**src/rtl/rob_pkg.sv**
```systemverilog
package rob_pkg;
  typedef struct packed {
    logic insEn;
    logic retEn;
    logic cmpEn;
    logic walkEn;
  } robStrobe_t;
endpackage

```
**src/rtl/rob_ctrl.sv**
```systemverilog
module rob_ctrl
  import rob_pkg::*;
#(
  parameter int DEPTH = 8,
  parameter int SQW   = 2,
  parameter int SEQW  = 16,
  localparam int PTRW = $clog2(DEPTH),
  localparam int CNTW = $clog2(DEPTH + 1)
) (
  input  logic                      clk,
  input  logic                      rst_n,
  input  logic                      insValid,
  input  logic                      retValid,
  input  logic                      cmpValid,
  input  logic                      sqValid,
  input  logic [SEQW-1:0]           sqSeq,
  input  logic                      headRdyBit,
  input  logic [SQW-1:0][SEQW-1:0]  walkSeq,
  output robStrobe_t                strobe,
  output logic [PTRW-1:0]           headPtr,
  output logic [PTRW-1:0]           tailPtr,
  output logic [PTRW-1:0]           walkPtr,
  output logic [SQW-1:0]            walkMark,
  output logic [CNTW-1:0]           freeCount,
  output logic                      insReady,
  output logic                      headReady,
  output logic                      squashDone
);
  logic [CNTW-1:0] count;
  logic            squashing;
  logic [SEQW-1:0] sqSeqReg;
  logic            insFire, retFire, walkEnd;
  logic [PTRW-1:0] walkOffset;
  logic            walkInRange;

  assign insReady   = (count != CNTW'(DEPTH)) && !squashing && !sqValid;
  assign headReady  = (count != '0) && headRdyBit;
  assign insFire    = insValid && insReady;
  assign retFire    = retValid && headReady;
  assign freeCount  = CNTW'(DEPTH) - count;
  assign squashDone = !squashing;

  assign walkOffset  = walkPtr - headPtr;
  assign walkInRange = CNTW'(walkOffset) < count;

  always_comb begin
    logic hit;
    hit      = 1'b0;
    walkMark = '0;
    for (int k = 0; k < SQW; k++) begin
      if (!hit && squashing && walkInRange && (CNTW'(k) <= CNTW'(walkOffset))) begin
        if (walkSeq[k] == sqSeqReg) begin
          hit = 1'b1;
        end else begin
          walkMark[k] = 1'b1;
          if (CNTW'(k) == CNTW'(walkOffset)) hit = 1'b1;
        end
      end
    end
    walkEnd = squashing && (!walkInRange || hit);
  end

  always_comb begin
    strobe.insEn  = insFire;
    strobe.retEn  = retFire;
    strobe.cmpEn  = cmpValid;
    strobe.walkEn = squashing;
  end

  always_ff @(posedge clk) begin
    if (!rst_n) begin
      count     <= '0;
      headPtr   <= '0;
      tailPtr   <= '0;
      walkPtr   <= '0;
      squashing <= 1'b0;
      sqSeqReg  <= '0;
    end else begin
      if (insFire) tailPtr <= tailPtr + 1'b1;
      if (retFire) headPtr <= headPtr + 1'b1;
      if (insFire && !retFire)      count <= count + 1'b1;
      else if (retFire && !insFire) count <= count - 1'b1;
      if (sqValid && !squashing) begin
        if (count != '0) begin
          squashing <= 1'b1;
          walkPtr   <= tailPtr - 1'b1;
          sqSeqReg  <= sqSeq;
        end
      end else if (squashing) begin
        if (walkEnd) squashing <= 1'b0;
        else         walkPtr   <= walkPtr - PTRW'(SQW);
      end
    end
  end

  p_count_bound_r1: assert property (@(posedge clk) disable iff (!rst_n)
    count <= CNTW'(DEPTH));

  p_free_track_r2: assert property (@(posedge clk) disable iff (!rst_n)
    (insFire && !retFire) |=> (freeCount == $past(freeCount) - 1'b1));

  p_same_cycle_r11: assert property (@(posedge clk) disable iff (!rst_n)
    (insFire && retFire) |=> (freeCount == $past(freeCount)));

  p_done_start_r7: assert property (@(posedge clk) disable iff (!rst_n)
    $fell(squashDone) |-> $past(sqValid));
endmodule

```
**src/rtl/rob_data.sv**
```systemverilog
module rob_data
  import rob_pkg::*;
#(
  parameter int DEPTH = 8,
  parameter int SQW   = 2,
  parameter int PCW   = 32,
  parameter int SEQW  = 16,
  localparam int PTRW = $clog2(DEPTH)
) (
  input  logic                      clk,
  input  logic                      rst_n,
  input  robStrobe_t                strobe,
  input  logic [PTRW-1:0]           headPtr,
  input  logic [PTRW-1:0]           tailPtr,
  input  logic [PTRW-1:0]           walkPtr,
  input  logic [SQW-1:0]            walkMark,
  input  logic [PTRW-1:0]           cmpIdx,
  input  logic [PCW-1:0]            insPc,
  input  logic [PCW-1:0]            insNextPc,
  input  logic [SEQW-1:0]           insSeq,
  output logic [PCW-1:0]            headPc,
  output logic [PCW-1:0]            headNextPc,
  output logic [SEQW-1:0]           headSeq,
  output logic                      headRdyBit,
  output logic                      headSq,
  output logic [PCW-1:0]            tailPc,
  output logic [SEQW-1:0]           tailSeq,
  output logic [SQW-1:0][SEQW-1:0]  walkSeq
);
  logic [PCW-1:0]  pcMem   [DEPTH];
  logic [PCW-1:0]  npcMem  [DEPTH];
  logic [SEQW-1:0] seqMem  [DEPTH];
  logic [DEPTH-1:0] rdyBits;
  logic [DEPTH-1:0] sqBits;
  logic [PTRW-1:0] youngIdx;

  assign youngIdx   = tailPtr - 1'b1;
  assign headPc     = pcMem[headPtr];
  assign headNextPc = npcMem[headPtr];
  assign headSeq    = seqMem[headPtr];
  assign headRdyBit = rdyBits[headPtr];
  assign headSq     = sqBits[headPtr];
  assign tailPc     = pcMem[youngIdx];
  assign tailSeq    = seqMem[youngIdx];

  for (genvar k = 0; k < SQW; k++) begin : g_walk
    assign walkSeq[k] = seqMem[walkPtr - PTRW'(k)];
  end

  always_ff @(posedge clk) begin
    if (strobe.insEn) begin
      pcMem[tailPtr]  <= insPc;
      npcMem[tailPtr] <= insNextPc;
      seqMem[tailPtr] <= insSeq;
    end
  end

  always_ff @(posedge clk) begin
    if (!rst_n) begin
      rdyBits <= '0;
      sqBits  <= '0;
    end else begin
      if (strobe.insEn) begin
        rdyBits[tailPtr] <= 1'b0;
        sqBits[tailPtr]  <= 1'b0;
      end
      if (strobe.cmpEn) rdyBits[cmpIdx] <= 1'b1;
      for (int k = 0; k < SQW; k++) begin
        if (strobe.walkEn && walkMark[k]) begin
          rdyBits[walkPtr - PTRW'(k)] <= 1'b1;
          sqBits[walkPtr - PTRW'(k)]  <= 1'b1;
        end
      end
    end
  end

  p_walk_mark_r6: assert property (@(posedge clk) disable iff (!rst_n)
    (strobe.walkEn && walkMark[0]) |=> (sqBits[$past(walkPtr)] && rdyBits[$past(walkPtr)]));
endmodule

```
**src/rtl/reorder_buf.sv**
```systemverilog
module reorder_buf
  import rob_pkg::*;
#(
  parameter int DEPTH = 8,
  parameter int SQW   = 2,
  parameter int PCW   = 32,
  parameter int SEQW  = 16,
  localparam int PTRW = $clog2(DEPTH),
  localparam int CNTW = $clog2(DEPTH + 1)
) (
  input  logic            clk,
  input  logic            rst_n,
  input  logic            insValid,
  input  logic [PCW-1:0]  insPc,
  input  logic [PCW-1:0]  insNextPc,
  input  logic [SEQW-1:0] insSeq,
  output logic            insReady,
  output logic [PTRW-1:0] allocIdx,
  input  logic            cmpValid,
  input  logic [PTRW-1:0] cmpIdx,
  input  logic            retValid,
  output logic            retSquashed,
  output logic            headReady,
  output logic [PCW-1:0]  headPc,
  output logic [PCW-1:0]  headNextPc,
  output logic [SEQW-1:0] headSeq,
  output logic [PCW-1:0]  tailPc,
  output logic [SEQW-1:0] tailSeq,
  output logic [CNTW-1:0] freeCount,
  input  logic            sqValid,
  input  logic [SEQW-1:0] sqSeq,
  output logic            squashDone
);
  robStrobe_t               strobe;
  logic [PTRW-1:0]          headPtr, tailPtr, walkPtr;
  logic [SQW-1:0]           walkMark;
  logic [SQW-1:0][SEQW-1:0] walkSeq;
  logic                     headRdyBit;

  assign allocIdx = tailPtr;

  rob_ctrl #(.DEPTH(DEPTH), .SQW(SQW), .SEQW(SEQW)) u_ctrl (
    .clk(clk), .rst_n(rst_n), .insValid(insValid), .retValid(retValid),
    .cmpValid(cmpValid), .sqValid(sqValid), .sqSeq(sqSeq),
    .headRdyBit(headRdyBit), .walkSeq(walkSeq), .strobe(strobe),
    .headPtr(headPtr), .tailPtr(tailPtr), .walkPtr(walkPtr),
    .walkMark(walkMark), .freeCount(freeCount), .insReady(insReady),
    .headReady(headReady), .squashDone(squashDone)
  );

  rob_data #(.DEPTH(DEPTH), .SQW(SQW), .PCW(PCW), .SEQW(SEQW)) u_data (
    .clk(clk), .rst_n(rst_n), .strobe(strobe), .headPtr(headPtr),
    .tailPtr(tailPtr), .walkPtr(walkPtr), .walkMark(walkMark),
    .cmpIdx(cmpIdx), .insPc(insPc), .insNextPc(insNextPc), .insSeq(insSeq),
    .headPc(headPc), .headNextPc(headNextPc), .headSeq(headSeq),
    .headRdyBit(headRdyBit), .headSq(retSquashed), .tailPc(tailPc),
    .tailSeq(tailSeq), .walkSeq(walkSeq)
  );
endmodule

```
**config.mk**
```make
export PLATFORM = sky130hd
export DESIGN_NAME = reorder_buf
export DESIGN_NICKNAME = d
export VERILOG_FILES = /design/src/rtl/rob_pkg.sv /design/src/rtl/rob_ctrl.sv /design/src/rtl/rob_data.sv /design/src/rtl/reorder_buf.sv
export SDC_FILE = /design/constraint.sdc
export NUM_CORES = 1
export LEC_CHECK = 0
export BUFFER_PORTS_ARGS = -buffer_cell sky130_fd_sc_hd__buf_4
export CAP_MARGIN = 20
export CORE_MARGIN = 8
export CORE_UTILIZATION = 45
export CTS_CLUSTER_SIZE = 25
export DETAILED_ROUTE_END_ITERATION = 6
export MAX_ROUTING_LAYER = met4
export PLACE_DENSITY_LB_ADDON = 0.05
export SETUP_SLACK_MARGIN = 0.05
export SYNTH_ARGS = -nofsm -noshare
export SYNTH_HDL_FRONTEND = slang
export SYNTH_SLANG_ARGS = --single-unit
```
**constraint.sdc**
```tcl
create_clock -name clk -period 5.85 [get_ports clk]
set_clock_uncertainty 0.2 [all_clocks]
set_input_delay 0.2925 -clock clk [delete_from_list [all_inputs] [get_ports clk]]
set_output_delay 0.2925 -clock clk [all_outputs]
set_load 0.01 [all_outputs]
```
==> results of run 1 <==
-- power groups by stage --
stage | clock network [W] | logic [W] | registers (W)
floorplan | 0 | 0.00181 | 0.00571
detailed placement | 0 | 0.00268 | 0.00581
finish | 0.00478 | 0.00272 | 0.00571
global placement | 0 | 0.00266 | 0.00580
CTS | 0.00488 | 0.00275 | 0.00571
global route | 0.00507 | 0.00292 | 0.00572
-- Yosys cell counts, types with 21 or more instances --
master    instances  area (sq um)
edfxtp_1        640         19200
mux4_2          302          6800
mux2_2          144          1620
clkbuf_1         71           267
nand2_1          61           229
dfxtp_1          52          1040
mux2i_1          44           440
a21oi_1          27           135
buf_1            26          97.6
inv_1            26          97.6
nor2_1           26          97.6
xnor2_1          26           228
xor2_1           21           184
-- metal layers --
metal	up-vias	track usage, %	share of wire (%)
met1	9691	29.1	43
li1	7691	-	-
met3	121	3.38	5.1
met4	0	4.92	2.1
met2	583	35.9	50
met5	-	-	0
-- final cells by class --
class,count,area [sq um]
Sequential cell,692,20300
Antenna cell,6,15.0
Inverter,26,115
Timing Repair Buffer,384,3310
Fill cell,5517,31600
Multi-Input combinational cell,831,11200
Clock buffer,95,2050
Clock inverter,42,439
Tap cell,940,1180
-- metrics by stage --
| step | setup WS (ns) | cell area [sq um] | std cells |
|---|---|---|---|
| final | 1.29 | 38500 | 3016 |
| after floorplan | 0.0897 | 31900 | 1661 |
| after global routing | 0.951 | 38500 | 3016 |
| after detailed placement | 1.32 | 35000 | 2769 |
| after global placement | 1.41 | 34900 | 2768 |
| after CTS | 1.10 | 38500 | 3009 |
-- worst register-to-register path, delay by kind of cell (launching register included) --
| family | cells | cell delay [ns] |
|---|---|---|
| buf+inv | 2 | 0.54 |
| flops | 1 | 0.43 |
| compound gates | 2 | 0.67 |
| fa+ha+maj | 1 | 0.24 |
| mux | 1 | 0.55 |
| simple gates | 2 | 0.97 |
| xor+xnor | 2 | 0.78 |
-- cells in the final DEF (no fill, tap or decap), types with 11 or more instances in the layout --
cell type        n
clkbuf_16       78
mux2i_1         44
nand3_1         13
edfxtp_1       640
o21ai_0         11
nand2_1         61
dfxtp_1         47
a21oi_1         27
nor2_1          25
mux4_2         302
clkinv_2        12
clkinv_1        14
clkbuf_1        14
dlygate4sd3_1  103
mux2_2         144
or3_1           11
inv_1           19
buf_4          269
xor2_1          19
xnor2_1         26
ha_1            13
-- cell families after synthesis --
group / Yosys count / synth area share, %
muxes: 490 / 27.8
AOI/OAI and AO/OA: 94 / 2.08
buffers and inverters: 138 / 1.70
adders and majority gates: 17 / 0.714
xor gates and xnor gates: 47 / 1.29
DFF: 692 / 63.5
and+or+nand+nor: 183 / 2.91
-- registers in the layout, indices dropped and copies added, names as in the netlist, named ones only --
name,cells
u_ctrl.count,4
u_ctrl.headPtr,3
u_ctrl.sqSeqReg,16
u_ctrl.squashing,1
u_ctrl.tailPtr,3
u_ctrl.walkPtr,3
u_data.npcMem,256
u_data.pcMem,256
u_data.rdyBits,8
u_data.seqMem,128
u_data.sqBits,8
-- worst max path at each step --
stage	startpoint	end	slack, ns	cells after the start
after floorplan	u_ctrl.count[0]$_SDFFE_PN0P_	u_data.npcMem[7][0]$_DFFE_PP_	0.09	7
after global placement	u_ctrl.walkPtr[1]$_SDFFE_PN0P_	flop	1.41	10
after detailed placement	u_ctrl.walkPtr[1]$_SDFFE_PN0P_	u_data.rdyBits[6]$_SDFF_PN0_	1.32	10
after CTS	u_ctrl.tailPtr[0]$_SDFFE_PN0P_	tailSeq[4]	1.10	5
after global routing	u_ctrl.tailPtr[0]$_SDFFE_PN0P_	tailSeq[4]	0.95	5
final	u_ctrl.tailPtr[0]$_SDFFE_PN0P_	tailSeq[4]	1.29	5
-- repair_timing --
| action | in CTS | in global routing |
|---|---|---|
| endpoints found under the hold margin | 675 | 0 |
| resized for setup | 0 | 0 |
| hold buffers | 103 | 0 |
==> results.md, run 1 <==
- Run status: finished clean
- Clock tree buffer depth: 3
- Tot Pwr: 0.0132 W
- Reg2reg start: u_ctrl.walkPtr[1]$_SDFFE_PN0P_
- CP Max Fanout: 40
- Core Region: 70,100 sq um
- Slew margin rel.: 23.9%
- Die Ht: 282 microns
- DRT Wirelength: 85.1 mm
- Max Cap Viol: 0
- Total Die Area: 79,700 sq um
- Syn_area_per_cell: 19.2 sq um
- DR WL/cell: 28.2 microns
- Final #Nets: 2,133
- First-pass GRT wire length: 126 mm
- Capturing point of the worst reg2reg path: u_data.rdyBits[6]$_SDFF_PN0_
- Root Buffer: clkbuf_16
- Comb pwr share: 20.6%
- CP max stage cell: buf_4
- Sw Share: 26.3%
- Power Internal: 0.00972 W
- Hold path depth: 4
- Post-CTS setup buffer count: 0
- FFs w/ async S/R, synth: 0%
- Vias/cell: 6.00
- Hold endpoint: u_data.rdyBits[0]$_SDFF_PN0_
- CP Class: reg2out
- Final setup viols: 0
- Overflow after GRT: 0
- Layout cells sized above 1: 41.3%
- Initial core utilization: 45.5%
- R2r setup slk: 1.35 ns
- Buf/Inv on CP: 3
- Delay-heaviest family, CP: buffers and inverters
- Final Wtd Congestion: 0.911
- Area growth syn-to-layout: 20.8%
- Crit path cell chain: buf_4 -> buf_4 -> mux4_2 -> mux2_2 -> buf_4
- Sequential share of the synthesized area: 63.5%
- Clock slew at reported path FFs: 0.06 ns
- Worst skew pair latency: 0.61 ns
- Synth cell types: 55
- Vias post-DR: 18,100
- Total Routing Usage GR: 21.9%
- Register bit total from synthesis: 692
- I/O Buffers: 243
- Drt first pass iters: 5
- Final Cycle Share: 78.0%
- Switching pwr: 0.00348 W
- Final ANT Viol Nets: 0
- Crit path time final: 4.56 ns
- Num CTS Buffers: 76
- Sequential Power Share: 43.2%
- Arr. time, crit path: 4.07 ns
- Leak Pwr: 12.5 nW
- Power per Cell Area: 343 nW/um^2
- Synth Warn #: 0
- Crit-path max cell delay: 0.80 ns
- Worst Hold Class: in2reg
- F_max: 219 MHz
- Synth Cell Area: 31,900 sq um
- HPWL Detailed: 51.4 mm
- Crit. End Element: output port
- Critical path's most frequent cell: buf_4
- Synth Flop Type: edfxtp_1
- Detailed Route Iter0 Violations: 1,467
- Core Util, Final: 54.9%
- Vias in the first global route: 19,200
- Drc violations: 0
- Syn Nets: 1,783
- Min Hold Slack: 0.0597 ns
- Site row count: 97
- Worst IR drop on VDD: 0.223 mV
- RSZ-0062 raised after global routing: no
- Critical Path RT: 5.36 ns
- Chip width: 282 microns
- Clk sinks: 692
- CTS tree: yes
- Largest net degree at the start of global routing: 77
- Htree depth: 3
- Mapped Cells: 1,661
- Post-synth EDFFs: 640
- CP startpoint kind: flop
- Setup TNS Final: 0 ns
- Initial antenna violation count: 6
- Worst r2r path cells: 10
- Final hold viol count: 0
- Worst Max-Slew Pin Slew: 1.14 ns
- Min-delay src: cmpIdx[0]
- Max-slew violation count: 0
- Clk pwr share: 36.2%
- IO Count: 244
Power figures use the tool's default switching activity.
==> inputs of run 2 (changes only) <==
clock period = 4.3 ns   (was 5.85 ns; I/O delays follow)
==> results.md, run 2 (same netlist as run 1, synthesis figures left out) <==
- Run status: finished clean
- Clock slew at reported path FFs: 0.06 ns
- Arr. time, crit path: 4.33 ns
- Worst Hold Class: in2reg
- Setup TNS Final: 0 ns
- Vias/cell: 5.93
- CP Class: reg2reg
- CP Max Fanout: 12
- Site row count: 97
- Clock tree buffer depth: 3
- CTS tree: yes
- CP max stage cell: or4_1
- Chip width: 282 microns
- IO Count: 244
- Crit path cell chain: inv_1 -> ha_2 -> xor2_4 -> buf_4 -> mux4_2 -> xor2_1 -> o21ai_0 -> nand3_1 -> or4_1 -> a311o_1 -> o311a_1
- Final setup viols: 0
- Drc violations: 0
- Final ANT Viol Nets: 0
- Worst r2r path cells: 11
- Max Cap Viol: 0
- Die Ht: 282 microns
- Worst skew pair latency: 0.63 ns
- Clk sinks: 692
- Largest registers: u_data.npcMem (256), u_data.pcMem (256), u_data.seqMem (128)
- Initial core utilization: 45.5%
- Storage element area: 20,300 sq um
- Crit. End Element: flop
- DRT Wirelength: 85.9 mm
- HPWL Detailed: 53.2 mm
- Largest net degree at the start of global routing: 82
- Core Region: 70,100 sq um
- Htree depth: 3
- F_max: 247 MHz
- Most frequent cells in the layout: 640 x edfxtp_1, 302 x mux4_2, 282 x buf_4
- Final hold viol count: 0
- Total Routing Usage GR: 22.2%
- Capturing point of the worst reg2reg path: u_ctrl.walkPtr[1]$_SDFFE_PN0P_
- Crit path time final: 4.04 ns
- Detailed Route Iter0 Violations: 1,392
- Final Cycle Share: 94.1%
- Commonest non-fill, non-tap cell in the layout: edfxtp_1
- CP startpoint kind: flop
- DR WL/cell: 28.2 microns
- Drt first pass iters: 5
- Vias post-DR: 18,100
- CP Capture Point: u_ctrl.walkPtr[1]$_SDFFE_PN0P_
- Vias in the first global route: 19,300
- Slew margin rel.: 35.5%
- Tot Pwr: 0.0181 W
- Area growth syn-to-layout: 22.1%
- Overflow after GRT: 0
- Power per Cell Area: 465 nW/um^2
- Worst IR drop on VDD: 0.322 mV
- Root Buffer: clkbuf_16
- Critical Path RT: 4.59 ns
- R2r setup slk: 0.26 ns
- I/O Buffers: 243
- Min Hold Slack: 0.171 ns
- Crit. Startpoint: u_ctrl.walkPtr[1]$_SDFFE_PN0P_
- Leak Pwr: 12.7 nW
- Initial antenna violation count: 7
- Layout cells sized above 1: 42.1%
- Fill count: 5,504
- Num CTS Buffers: 77
- Multi-input logic area: 11,200 sq um
- Crit-path max cell delay: 0.76 ns
- Max-slew violation count: 0
- Worst Max-Slew Pin Slew: 0.966 ns
- Final Wtd Congestion: 0.849
- Final #Nets: 2,161
- Total Die Area: 79,700 sq um
- First-pass GRT wire length: 127 mm
- Reg2reg start: u_ctrl.walkPtr[1]$_SDFFE_PN0P_
- RSZ-0062 raised after global routing: no
==> run 2: cell count changes in the layout (fill, tap and decap cells not counted), moves of 2 or more <==
| cell | previous run | this run |
|---|---|---|
| buf_12 | 10 | 23 |
| buf_16 | 2 | 0 |
| buf_4 | 269 | 282 |
| clkbuf_1 | 14 | 11 |
| clkbuf_16 | 78 | 80 |
| diode_2 | 6 | 9 |
| dlygate4sd3_1 | 103 | 106 |
==> run 2: per-stage QoR <==
stage | util [%] | setup WS (ns) | cell area, sq um | cells
finish | 55.5 | 0.255 | 38900 | 3047
global placement | 50.3 | 0.316 | 35300 | 2794
CTS | 55.5 | 0.234 | 38900 | 3038
detailed placement | 50.3 | 0.246 | 35300 | 2794
floorplan | - | 0.0294 | 31900 | 1661
global route | 55.5 | 0.0741 | 38900 | 3045
==> run 2: layer usage <==
| layer | up-vias | GRT usage (%) | routed length, microns |
|---|---|---|---|
| li1 | 7752 | - | - |
| met1 | 9618 | 28.4 | 35900 |
| met2 | 586 | 36.7 | 43200 |
| met3 | 125 | 4.35 | 4940 |
| met4 | 0 | 5.11 | 1830 |
| met5 | - | - | 0 |
==> run 2: worst min-delay path by stage <==
stage	startpoint	endpoint	slack, ns	cells after the start
2_1_floorplan	insNextPc[0]	u_data.npcMem[0][0]$_DFFE_PP_	0.11	0
3_3_place_gp	insPc[12]	u_data.pcMem[1][12]$_DFFE_PP_	0.24	1
3_5_place_dp	insPc[0]	u_data.pcMem[0][0]$_DFFE_PP_	0.25	1
4_1_cts	insPc[19]	u_data.pcMem[4][19]$_DFFE_PP_	0.13	2
5_1_grt	insPc[19]	u_data.pcMem[3][19]$_DFFE_PP_	0.15	2
6_report	insPc[21]	u_data.pcMem[0][21]$_DFFE_PP_	0.17	2
==> run 2: what timing repair did <==
action,CTS,global route
setup buffers,0,0
setup endpoints to repair,0,0
hold endpoints to repair,683,0
hold buffers,106,0
resized for setup,0,0
==> run 2: where the power goes <==
| group | leakage (nW) | internal [W] | total, W | switching [W] |
|---|---|---|---|---|
| sequential | 6.20 | 0.00753 | 0.00770 | 0.000167 |
| clock | 1.25 | 0.00395 | 0.00662 | 0.00267 |
| combinational | 5.21 | 0.00189 | 0.00378 | 0.00189 |
==> run 2: cell type report <==
class	instances	share of cell area (%)
timing repair buffer	411	9.34
clock inverter	44	1.24
inverter	26	0.296
clock buffer	94	5.35
tap	940	3.02
antenna	9	0.0578
sequential	692	52.1
multi-input combinational	831	28.6
==> run 2: critical path, delay by kind of cell, from the launching register on <==
kind                     cells  cell delay [ns]
AND/OR/NAND/NOR              2             0.90
flip-flops                   1             0.36
multiplexers                 1             0.54
buffers and inverters        2             0.48
adder cells (fa/ha/maj)      1             0.28
XOR/XNOR                     2             0.44
AO/OA/AOI/OAI                3             0.72
==> inputs of run 3 (changes only) <==
CORE_UTILIZATION = 35   (was 45)
RECOVER_POWER = 100   (was not set)
==> results.md, run 3 (same netlist as run 1, synthesis figures left out) <==
- CP startpoint kind: flop
- Final Wtd Congestion: 0.816
- I/O Buffers: 243
- DRT Wirelength: 92.3 mm
- Crit path time final: 4.01 ns
- Largest registers: u_data.npcMem (256), u_data.pcMem (256), u_data.seqMem (128)
- Critical Path RT: 4.38 ns
- Max-slew violation count: 38
- F_max: 249 MHz
- Setup TNS Final: 0 ns
- Worst Max-Slew Pin Slew: 1.91 ns
- Run status: complete, but fails checks
- Largest net degree at the start of global routing: 67
- Slew margin rel.: -27.5%
- Clock slew at reported path FFs: 0.06 ns
- Clk sinks: 692
- Core Region: 90,100 sq um
- Delay-heaviest family, CP: buffers and inverters
- Comb pwr share: 21.3%
- Worst skew pair latency: 0.62 ns
- First-pass GRT wire length: 136 mm
- Vias in the first global route: 19,400
- Crit path cell chain: inv_1 -> ha_1 -> a311oi_1 -> nand2_1 -> inv_1 -> nand2_1 -> or3_1 -> clkinvlp_2 -> buf_4
- Switching pwr: 0.00490 W
- Power Internal: 0.0129 W
- Power per Cell Area: 463 nW/um^2
- Clk pwr share: 35.5%
- Final Cycle Share: 93.2%
- Drc violations: 0
- Fill count: 7,995
- Buf/Inv on CP: 4
- Chip width: 318 microns
- Final ANT Viol Nets: 0
- Total Routing Usage GR: 18.5%
- Design Area, Final: 38,500 sq um
- Failing checks: capacitance limit, slew limit
- Initial core utilization: 35.4%
- CTS tree: yes
- Crit. End Element: flop
- Total Die Area: 101,000 sq um
- Vias post-DR: 18,100
- Placed cell area: 35,700 sq um
- DR WL/cell: 28.0 microns
- Layout cells sized above 1: 31.9%
- Die Ht: 318 microns
- Final setup viols: 0
- Worst Hold Class: in2reg
- Htree depth: 3
- Most frequent cells in the layout: 640 x edfxtp_1, 302 x mux4_2, 187 x clkbuf_1
- Max Cap Viol: 2
- Overflow after GRT: 0
- CP max stage cell: clkinvlp_2
- Root Buffer: clkbuf_16
- Sequential Power Share: 43.1%
- CP Max Fanout: 14
- Storage element area: 20,300 sq um
- Worst IR drop on VDD: 0.331 mV
- IO Count: 244
- RSZ-0062 raised after global routing: no
- Commonest non-fill, non-tap cell in the layout: edfxtp_1
- Post_cts resized: 0
- Clock tree buffer depth: 3
- Final hold viol count: 0
- Drt first pass iters: 5
- CP Class: reg2reg
- Initial antenna violation count: 7
- Site row count: 110
- Multi-input logic area: 11,100 sq um
- Vias/cell: 5.50
- Crit-path max cell delay: 0.75 ns
- Sw Share: 27.5%
- HPWL Detailed: 57.7 mm
- Leak Pwr: 12.0 nW
- Detailed Route Iter0 Violations: 1,432
- Arr. time, crit path: 4.09 ns
- Num CTS Buffers: 80
- Final #Nets: 2,170
- Area growth syn-to-layout: 20.7%
run 3: cell types whose count changed in the layout (fill, tap and decap cells not counted), moves of 5 or more:
cell,previous run,this run
mux2_1,0,39
buf_4,282,110
bufinv_16,8,1
clkbuf_2,0,13
inv_4,7,2
mux2_2,144,105
clkbuf_1,11,187
clkinv_2,13,6
run 3: path summary, 6_finish.rpt:
check	start	to	slack [ns]	depth (start not counted)
hold / removal	sqValid	u_ctrl.tailPtr[0]$_SDFFE_PN0P_	0.07	5
hold reg to reg	u_data.sqBits[0]$_SDFF_PN0_	u_data.sqBits[0]$_SDFF_PN0_	0.30	2
setup reg to reg	u_ctrl.count[0]$_SDFFE_PN0P_	u_data.seqMem[0][14]$_DFFE_PP_	0.29	9
setup / recovery	u_ctrl.count[0]$_SDFFE_PN0P_	u_data.seqMem[0][14]$_DFFE_PP_	0.29	9
run 3: routing by layer:
layer	track usage [%]	share of wire, %
met1	24.0	43
met2	30.1	49
met3	3.56	5.4
met4	4.36	1.9
met5	-	0
run 3: through the flow:
step                      total power [W]  cells  setup slack [ns]  utilization (%)  hold WS (ns)
final                              0.0178   3293             0.291             42.7        0.0707
after CTS                          0.0182   3280             0.164             43.4        0.0271
after detailed placement           0.0117   3031             0.183             39.6         0.251
after floorplan                    0.0102   1661            0.0294                -         0.114
after global placement             0.0117   3031             0.241             39.6         0.247
after global routing               0.0186   3293             0.123             42.7        0.0797
run 3: power groups by stage:
| stage | Combinational [W] | Sequential [W] | Clock [W] |
|---|---|---|---|
| 5_1_grt | 0.00411 | 0.00771 | 0.00681 |
| 6_report | 0.00380 | 0.00769 | 0.00634 |
| 4_1_cts | 0.00396 | 0.00769 | 0.00654 |
| 2_1_floorplan | 0.00246 | 0.00776 | 0 |
| 3_5_place_dp | 0.00386 | 0.00783 | 0 |
| 3_3_place_gp | 0.00383 | 0.00783 | 0 |
run 3: layout make-up:
type | instances | area share [%]
sequential | 692 | 52.7
antenna | 7 | 0.0455
clock inverter | 34 | 0.725
clock buffer | 110 | 5.60
tap | 1176 | 3.82
inverter | 26 | 0.276
timing repair buffer | 417 | 7.90
multi-input combinational | 831 | 29.0
run 3: repair_timing:
action,4_1_cts,5_1_grt
hold buffers,105,0
hold endpoints to repair,683,0
endpoints found under the setup margin,0,4
setup buffers,0,5
run 3: worst register-to-register path, cell delays in order (launching register included):
cell and delay (ns):
dfxtp_1 0.50, inv_1 0.08, ha_1 0.24, a311oi_1 0.44, nand2_1 0.30, inv_1 0.23
nand2_1 0.09, or3_1 0.41, clkinvlp_2 0.75, buf_4 0.44
